<file path="config.mk">
export PLATFORM = sky130hd
export DESIGN_NAME = adc_out_formatter
export DESIGN_NICKNAME = d
export VERILOG_FILES = /design/src/rtl/fmt_pkg.sv /design/src/rtl/fmt_level_enc.sv /design/src/rtl/fmt_pin_steer.sv /design/src/rtl/adc_out_formatter.sv
export SDC_FILE = /design/constraint.sdc
export NUM_CORES = 1
export LEC_CHECK = 0
export BUFFER_PORTS_ARGS = -buffer_cell sky130_fd_sc_hd__buf_2
export CAP_MARGIN = 20
export CORE_MARGIN = 4
export CORE_UTILIZATION = 44
export DETAILED_ROUTE_END_ITERATION = 12
export GPL_TIMING_DRIVEN = 0
export PLACE_DENSITY_LB_ADDON = 0.15
export SLEW_MARGIN = 15
export SYNTH_ARGS = -nofsm -noshare
export SYNTH_HDL_FRONTEND = slang
export SYNTH_SLANG_ARGS = --single-unit
</file>
<file path="constraint.sdc">
create_clock -name clk -period 1.5 [get_ports clk]
set_input_delay 0.45 -clock clk [delete_from_list [all_inputs] [get_ports clk]]
set_output_delay 0.45 -clock clk [all_outputs]
set_load 0.01 [all_outputs]
</file>
<file path="src/rtl/fmt_pkg.sv">
package fmt_pkg;

    typedef enum logic [1:0] {
        MODE_OFF    = 2'd0,
        MODE_SIGN   = 2'd1,
        MODE_PAIR   = 2'd2,
        MODE_TRIPLE = 2'd3
    } out_mode_e;

    typedef enum logic [1:0] {
        FK_UNSIGNED = 2'd0,
        FK_SIGNMAG  = 2'd1,
        FK_TWOS     = 2'd2
    } fmt_kind_e;

    localparam logic [2:0] WSEL_ONE   = 3'b000;
    localparam logic [2:0] WSEL_TWO   = 3'b010;
    localparam logic [2:0] WSEL_THREE = 3'b100;

    function automatic out_mode_e decode_width(input logic [2:0] wsel);
        out_mode_e m;
        unique case (wsel)
            WSEL_ONE:   m = MODE_SIGN;
            WSEL_TWO:   m = MODE_PAIR;
            WSEL_THREE: m = MODE_TRIPLE;
            default:    m = MODE_OFF;
        endcase
        return m;
    endfunction

    function automatic fmt_kind_e decode_fmt(input logic [1:0] fsel);
        fmt_kind_e k;
        if (fsel[1])
            k = FK_TWOS;
        else if (fsel[0])
            k = FK_SIGNMAG;
        else
            k = FK_UNSIGNED;
        return k;
    endfunction

endpackage

</file>
<file path="src/rtl/fmt_level_enc.sv">
module fmt_level_enc
    import fmt_pkg::*;
#(
    parameter int LVL_W = 4
) (
    input  logic [LVL_W-1:0] level,
    input  fmt_kind_e        kind,
    output logic [LVL_W-2:0] code_full,
    output logic [1:0]       code_pair
);
    localparam int CODE_W = LVL_W - 1;
    localparam int IDX_W  = CODE_W - 1;

    logic             sgn;
    logic [LVL_W-1:0] mag;
    logic [LVL_W-1:0] mag_less;
    logic [IDX_W-1:0] idx;

    always_comb begin
        sgn      = level[LVL_W-1];
        mag      = sgn ? (~level + LVL_W'(1)) : level;
        mag_less = mag - LVL_W'(1);
        idx      = mag_less[CODE_W-1:1];
    end

    always_comb begin
        unique case (kind)
            FK_UNSIGNED: code_full = {~sgn, (sgn ? ~idx : idx)};
            FK_SIGNMAG:  code_full = {sgn, idx};
            default:     code_full = {sgn, (sgn ? ~idx : idx)};
        endcase
        if (kind == FK_SIGNMAG)
            code_pair = {sgn, |idx};
        else
            code_pair = code_full[CODE_W-1:CODE_W-2];
    end

endmodule

</file>
<file path="src/rtl/fmt_pin_steer.sv">
module fmt_pin_steer
    import fmt_pkg::*;
#(
    parameter int CODE_W = 3
) (
    input  out_mode_e         mode,
    input  logic              q_on,
    input  logic [CODE_W-1:0] i_full,
    input  logic [1:0]        i_pair,
    input  logic [1:0]        q_pair,
    input  logic              q_sign,
    output logic [3:0]        pins
);
    always_comb begin
        pins = 4'b0000;
        unique case (mode)
            MODE_SIGN: begin
                pins[3] = i_full[CODE_W-1];
                pins[1] = q_on & q_sign;
            end
            MODE_PAIR: begin
                pins[3:2] = i_pair;
                pins[1:0] = q_on ? q_pair : 2'b00;
            end
            MODE_TRIPLE: begin
                pins[3] = i_full[CODE_W-1];
                pins[2] = i_full[CODE_W-2];
                pins[1] = q_on & i_full[CODE_W-3];
            end
            default: pins = 4'b0000;
        endcase
    end

endmodule

</file>
<file path="src/rtl/adc_out_formatter.sv">
module adc_out_formatter
    import fmt_pkg::*;
#(
    parameter int LVL_W = 4
) (
    input  logic             clk,
    input  logic             rst_n,
    input  logic             smp_stb,
    input  logic [1:0]       fmt_sel,
    input  logic [2:0]       width_sel,
    input  logic             q_en,
    input  logic [LVL_W-1:0] i_level,
    input  logic [LVL_W-1:0] q_level,
    output logic             pin_i1,
    output logic             pin_i0,
    output logic             pin_q1,
    output logic             pin_q0
);
    localparam int CODE_W = LVL_W - 1;
    localparam int NCH    = 2;

    logic [LVL_W-1:0]  lvl_arr  [NCH];
    logic [CODE_W-1:0] full_arr [NCH];
    logic [1:0]        pair_arr [NCH];
    fmt_kind_e         kind;

    assign lvl_arr[0] = i_level;
    assign lvl_arr[1] = q_level;
    assign kind       = decode_fmt(fmt_sel);

    for (genvar ch = 0; ch < NCH; ch++) begin : g_chan
        fmt_level_enc #(.LVL_W(LVL_W)) enc_i (
            .level     (lvl_arr[ch]),
            .kind      (kind),
            .code_full (full_arr[ch]),
            .code_pair (pair_arr[ch])
        );
    end

    logic [CODE_W-2:0] unused_q_low_bits;
    assign unused_q_low_bits = full_arr[1][CODE_W-2:0];

    out_mode_e         state_q, state_d;
    logic              q_on_q;
    logic [CODE_W-1:0] i_full_q;
    logic [1:0]        i_pair_q, q_pair_q;
    logic              q_sign_q;
    logic [3:0]        pins;

    always_comb begin
        state_d = state_q;
        if (smp_stb)
            state_d = decode_width(width_sel);
    end

    always_ff @(posedge clk or negedge rst_n) begin
        if (!rst_n) begin
            state_q  <= MODE_OFF;
            q_on_q   <= 1'b0;
            i_full_q <= '0;
            i_pair_q <= '0;
            q_pair_q <= '0;
            q_sign_q <= 1'b0;
        end else begin
            state_q <= state_d;
            if (smp_stb) begin
                q_on_q   <= q_en;
                i_full_q <= full_arr[0];
                i_pair_q <= pair_arr[0];
                q_pair_q <= pair_arr[1];
                q_sign_q <= full_arr[1][CODE_W-1];
            end
        end
    end

    fmt_pin_steer #(.CODE_W(CODE_W)) steer_i (
        .mode   (state_q),
        .q_on   (q_on_q),
        .i_full (i_full_q),
        .i_pair (i_pair_q),
        .q_pair (q_pair_q),
        .q_sign (q_sign_q),
        .pins   (pins)
    );

    assign {pin_i1, pin_i0, pin_q1, pin_q0} = pins;

    a_r10_hold_without_strobe: assert property (@(posedge clk) disable iff (!rst_n)
        !smp_stb |=> $stable({pin_i1, pin_i0, pin_q1, pin_q0}));

    a_r9_quad_pins_low: assert property (@(posedge clk) disable iff (!rst_n)
        (smp_stb && !q_en) |=> (!pin_q1 && !pin_q0));

    a_r6_illegal_width_low: assert property (@(posedge clk) disable iff (!rst_n)
        (smp_stb && width_sel != 3'b000 && width_sel != 3'b010 && width_sel != 3'b100)
        |=> ({pin_i1, pin_i0, pin_q1, pin_q0} == 4'b0000));

    a_r8_triple_q0_low: assert property (@(posedge clk) disable iff (!rst_n)
        (smp_stb && width_sel == 3'b100) |=> !pin_q0);

    a_r5_sign_follows_level: assert property (@(posedge clk) disable iff (!rst_n)
        (smp_stb && width_sel == 3'b000 && fmt_sel == 2'b01)
        |=> (pin_i1 == $past(i_level[LVL_W-1]) && !pin_i0));

endmodule

</file>
Yosys cells after proc, flatten, opt, wreduce, memory -nomap -nowiden

Index checks and enable logic that the tools add are counted.

Register bits: 11
Output and inout bits: 4
Word-level logic and storage cells: 45

Add/subtract/negate cells: 4
Eq/ne operators: 6
Muxes and demuxes: 16
Bitwise gates (word level): 8
Reductions and logical operators: 5

Operators by type and width:

| operator                                                              | number |
|---|---|
| 2-bit 2-to-1 mux                                                      | 6 |
| 3-bit one-hot mux with 2 select lines                                 | 2 |
| 3-bit by 1-bit adder with 3-bit output, second input constant         | 2 |
| 3-bit 2-to-1 mux                                                      | 2 |
| 3-bit NOT                                                             | 2 |
| 2-bit one-hot mux with 3 select lines                                 | 1 |
| 2-bit OR reduction                                                    | 3 |
| 3-bit by 1-bit subtractor with 3-bit output, second input constant    | 2 |
| 2-bit by 1-bit equality test with 1-bit output, second input constant | 2 |
| 2-bit equality test, second input constant                            | 2 |
| 2-bit NOT                                                             | 2 |
| 1-bit one-hot mux with 2 select lines                                 | 2 |
| 3-bit by 2-bit equality test with 1-bit output, second input constant | 1 |
| 3-bit equality test, second input constant                            | 1 |
| 3-bit logical NOT                                                     | 1 |
| 1-bit one-hot mux with 3 select lines                                 | 1 |
| 1-bit bitwise AND                                                     | 2 |
| 2-bit logical NOT                                                     | 1 |
| 1-bit 2-to-1 mux                                                      | 2 |
| 1-bit NOT                                                             | 2 |

Longest topological paths before layout

Depth in word-level cells: 8
Depth in mapped cells: 8

By module

Synthesis repeated with hierarchy kept, for this count alone.

Cell total of the unflattened synthesis: 81
Area, all modules: 927.1 µm²

By module, submodules not included:

| module            | times used | cells an instance | area each (µm²) | sequential area each (µm²) |
|---|---|---|---|---|
| adc_out_formatter | 1          | 28                | 467.9           | 275.3 |
| fmt_level_enc     | 2          | 22                | 195.2           | 0.0 |
| fmt_pin_steer     | 1          | 9                 | 68.8            | 0.0 |

Worst setup path before layout

OpenSTA, ideal clock, no wires.

Kind: input port to flip-flop
Start point: input i_level[0]
End point: register i_pair_q[0]
Data arrival time: 1.697 ns
Path slack: -0.319 ns
Stages: 8
Buffers on the path: 0
Cells stage by stage: inv_1 ha_1 mux2i_1 ha_1 xor2_2 or3_1 a21oi_1 o2bb2ai_1

Cells in the longest elaborated chain, start to end: 8
Elaborated cells between the ends (all ways): 9
Those cells by class: add/sub: 2; mux: 4; bitwise: 2; reduce/logical: 1

RTL lines:

| element                                       | line                                     | source |
|---|---|---|
| from (decl)                                   | adc_out_formatter.sv:12                  | `input logic [LVL_W-1:0] i_level,` |
| 3-bit NOT                                     | fmt_level_enc.sv:21                      | `mag = sgn ? (~level + LVL_W'(1)) : level;` |
| 3-bit by 1-bit adder with 3-bit output        | fmt_level_enc.sv:21                      |  |
| 3-bit 2-to-1 mux *                            | fmt_level_enc.sv:21                      |  |
| 3-bit by 1-bit subtractor with 3-bit output * | fmt_level_enc.sv:22                      | `mag_less = mag - LVL_W'(1);` |
| 2-bit NOT                                     | fmt_level_enc.sv:28, fmt_level_enc.sv:30 |  |
| 2-bit 2-to-1 mux                              | fmt_level_enc.sv:28, fmt_level_enc.sv:30 |  |
| 3-bit one-hot mux with 2 select lines         | fmt_level_enc.sv:27                      | `unique case (kind)` |
| 2-bit 2-to-1 mux *                            | fmt_level_enc.sv:32                      | `if (kind == FK_SIGNMAG)` |
| to (signal assigned)                          | adc_out_formatter.sv:69                  | `i_pair_q <= pair_arr[0];` |
| to (decl)                                     | adc_out_formatter.sv:46                  | `logic [1:0] i_pair_q, q_pair_q;` |

Every way passes the cells marked *; elsewhere a longest branch is shown, timed or not.
A chain may end at the register's enable or synchronous reset.

Final worst setup path

Start point: register state_q[0]
End point: output pin_q1

Cells in the longest elaborated chain, start to end: 2
Elaborated cells between the ends (all ways): 4
Those cells by class: eq/ne: 3; mux: 1

RTL lines:

| element                                                                               | line                    | source |
|---|---|---|
| from (decl)                                                                           | adc_out_formatter.sv:43 | `out_mode_e state_q, state_d;` |
| from (signal assigned)                                                                | adc_out_formatter.sv:65 | `state_q <= state_d;` |
| 2-bit equality test or 2-bit by 1-bit equality test with 1-bit output (tied branches) | fmt_pin_steer.sv:16     | `unique case (mode)` |
| 1-bit one-hot mux with 3 select lines *                                               | fmt_pin_steer.sv:16     |  |
| to (decl)                                                                             | adc_out_formatter.sv:16 | `output logic pin_q1,` |

Marked as above.

==> impl_metrics.tcl <==
set metrics [dict create \
    syn_avg_cell_area_sq_um 9.51 \
    placed_cell_area_sq_um 920 \
    setup_tns_ns -1.31 \
    clock_sinks 11 \
    wl_um 1520 \
    viasPerCell 5.33 \
    root_buffer "clkbuf_4" \
    multi_input_area_sq_um 503 \
    row_count 14 \
    clock_skew_ns 0 \
    antenna_found_initial 0 \
    hold_path_class "in -> async" \
    rsz0062_at_grt "true" \
    failed_checks "negative setup slack" \
    dieArea_sq_um 2380 \
    cts_buffers 3 \
    path_class "reg -> out" \
    cp.arrival_ns 1.36 \
    die_w_um 48.8 \
    grt_pass1_wl_um 2540 \
    leakagePower_nw 0.460 \
    track_usage_pct 13.7 \
    wl_per_cell_um 12.9 \
    synth-edff-count 0 \
    dp_hpwl_um 1170 \
    gp_congestion 0.787 \
    ios 21 \
    ys.flop_type "dfrtp_1" \
    critPathCaptureType "output pin" \
    startpoint_type "register" \
    grt_pass1_vias 620 \
    setup_ws_ns -0.306 \
    synthDistinctLibCells 26 \
    setup_viol 7 \
    grt_overflow_total 0 \
    drive_gt1_share_pct 45.1 \
    seq_area_frac_synth_pct 37.6 \
    synth_area_sq_um 732 \
    ir_drop_v 0.000444 \
    cts_max_path_buffers 2 \
    clk-insertion-delay-late_ns 0.26 \
    drt_iter0_drc 3 \
    insertedDiodeCount 0 \
    synth_nets 97 \
    hold_viol 0 \
    fin_crit_ns 1.81 \
    first_pass_iters 4 \
    area_growth_pct 43.9 \
    crit_fanout 2 \
    cts.clk_slew.worst_paths_ns 0.07 \
    netlist_instances 77 \
    start_util_pct 47.5 \
    ys_ff_latch 11 \
    drv_slew 0 \
    hold_ws_ns 0.0397 \
    htree_num_levels 1 \
    critical_path_required_ns 1.05 \
    cts_tree "yes" \
    die_y_um 48.8 \
    async_reset_ff_share_pct 100 \
    maxCapViolCount 0 \
    drc 0 \
    fillers 124 \
    nNetsFinal 123 \
    tightest_slew_ns 0.250 \
    ant_nets 0 \
    register_area_sq_um 277 \
    fmax_ghz 0.554 \
    core_sq_um 1540 \
    ys_warn_count 0 \
    power_density_nw_per_um2 796 \
    via_count 629 \
    dpl_worst_slack_ns -0.567 \
    grt_max_degree 12 \
    status "finished with violations" \
    slew_headroom_pct 83.4 \
    final_area_sq_um 1050 \
    post-route-period-util_pct 120 \
    numPortBuffers 18 \
]
-- cells in the mapped netlist, types with 3 or more instances --
master | number | share of area, %
inv_1 | 5 | 2.6
dfrtp_1 | 11 | 38
nor2b_1 | 4 | 3.4
o21ai_0 | 3 | 2.1
ha_1 | 3 | 5.1
o31ai_1 | 3 | 3.1
o21a_1 | 4 | 4.1
nand2_1 | 10 | 5.1
mux2i_1 | 3 | 4.1
mux2_2 | 3 | 4.6
a21oi_1 | 3 | 2.1
xnor2_1 | 6 | 7.2
-- area by class of cell --
type	instances	share of cell area, %
well taps	16	1.90
flip-flops and latches	11	26.2
inverters	6	6.41
clock buffers	4	2.49
multi-input cells	58	47.7
repair buffers	21	14.3
plain buffers	2	0.950
-- timing repair --
| item | CTS | global route |
|---|---|---|
| buffers inserted | 2 | 1 |
| hold buffers | 0 | 0 |
| pin swaps | 6 | 4 |
| resized for setup | 13 | 9 |
| endpoints found under the setup margin | 7 | 8 |
-- cell families (layout without fill, tap and decap cells) --
kind of cell | count (synthesis) | count (layout) | share of synthesized area [%]
compound gates | 18 | 18 | 17.6
xor+xnor | 9 | 9 | 11.8
fa+ha+maj | 3 | 3 | 5.13
buf+inv | 8 | 33 | 4.27
flops | 11 | 11 | 37.6
mux | 6 | 6 | 8.72
simple gates | 22 | 22 | 14.9
-- metrics by stage --
step	std cells	total power, mW	util [%]
after detailed placement	111	0.598	59.7
after global placement	111	0.588	59.7
after floorplan	77	0.518	-
after global routing	118	0.906	68.3
final	118	0.838	68.3
after CTS	117	0.831	65.3
-- cell usage in the layout, fill, tap and decap left out, drive strengths merged, types with 3 or more instances in the layout --
cell type  instances
o21ai              3
dfrtp             11
inv                5
a21oi              3
mux2               3
nor2b              4
ha                 3
clkbuf             6
buf               21
nand2             10
mux2i              3
xnor2              6
o21a               4
xor2               3
o31ai              3
-- path summary, 6_finish.rpt --
check	from	endpoint	slack (ns)	depth (start not counted)
max	state_q[0]	pin_q1	-0.31	5
min	rst_n	i_full_q[1]	0.04	1
max reg2reg	state_q[0]	state_q[0]	0.59	4
min reg2reg	i_full_q[1]	i_full_q[1]	0.48	2
max in group asynchronous	rst_n	state_q[0]	1.24	1
min in group clk	width_sel[0]	state_q[0]	0.37	2
-- worst max-delay path, cell delays in order (launching register included) --
cell	delay [ns]
dfrtp_2	0.42
mux2_4	0.31
nand2_2	0.06
o21ai_1	0.05
and2_1	0.13
buf_2	0.13
-- sequential cells by signal (all words and copies together), names as in the netlist --
name and cells:
state_q 2, q_on_q 1, q_pair_q 2, i_pair_q 2, q_sign_q 1, i_full_q 3
-- power by group --
| group | switching (mW) | internal, mW |
|---|---|---|
| combinational | 0.124 | 0.152 |
| clock | 0.0945 | 0.103 |
| sequential | 0.0273 | 0.337 |
| total | 0.246 | 0.592 |
-- per-layer routing --
metal  vias to the layer above  global-route usage, %  part of all wire (%)
li1                        319                      -                     -
met1                       287                   14.5                    40
met2                        18                   23.9                    52
met3                         5                   1.53                   4.5
met4                         0                   10.8                   3.2
met5                         -                      0                     0
(Power assumes the default switching activity.)
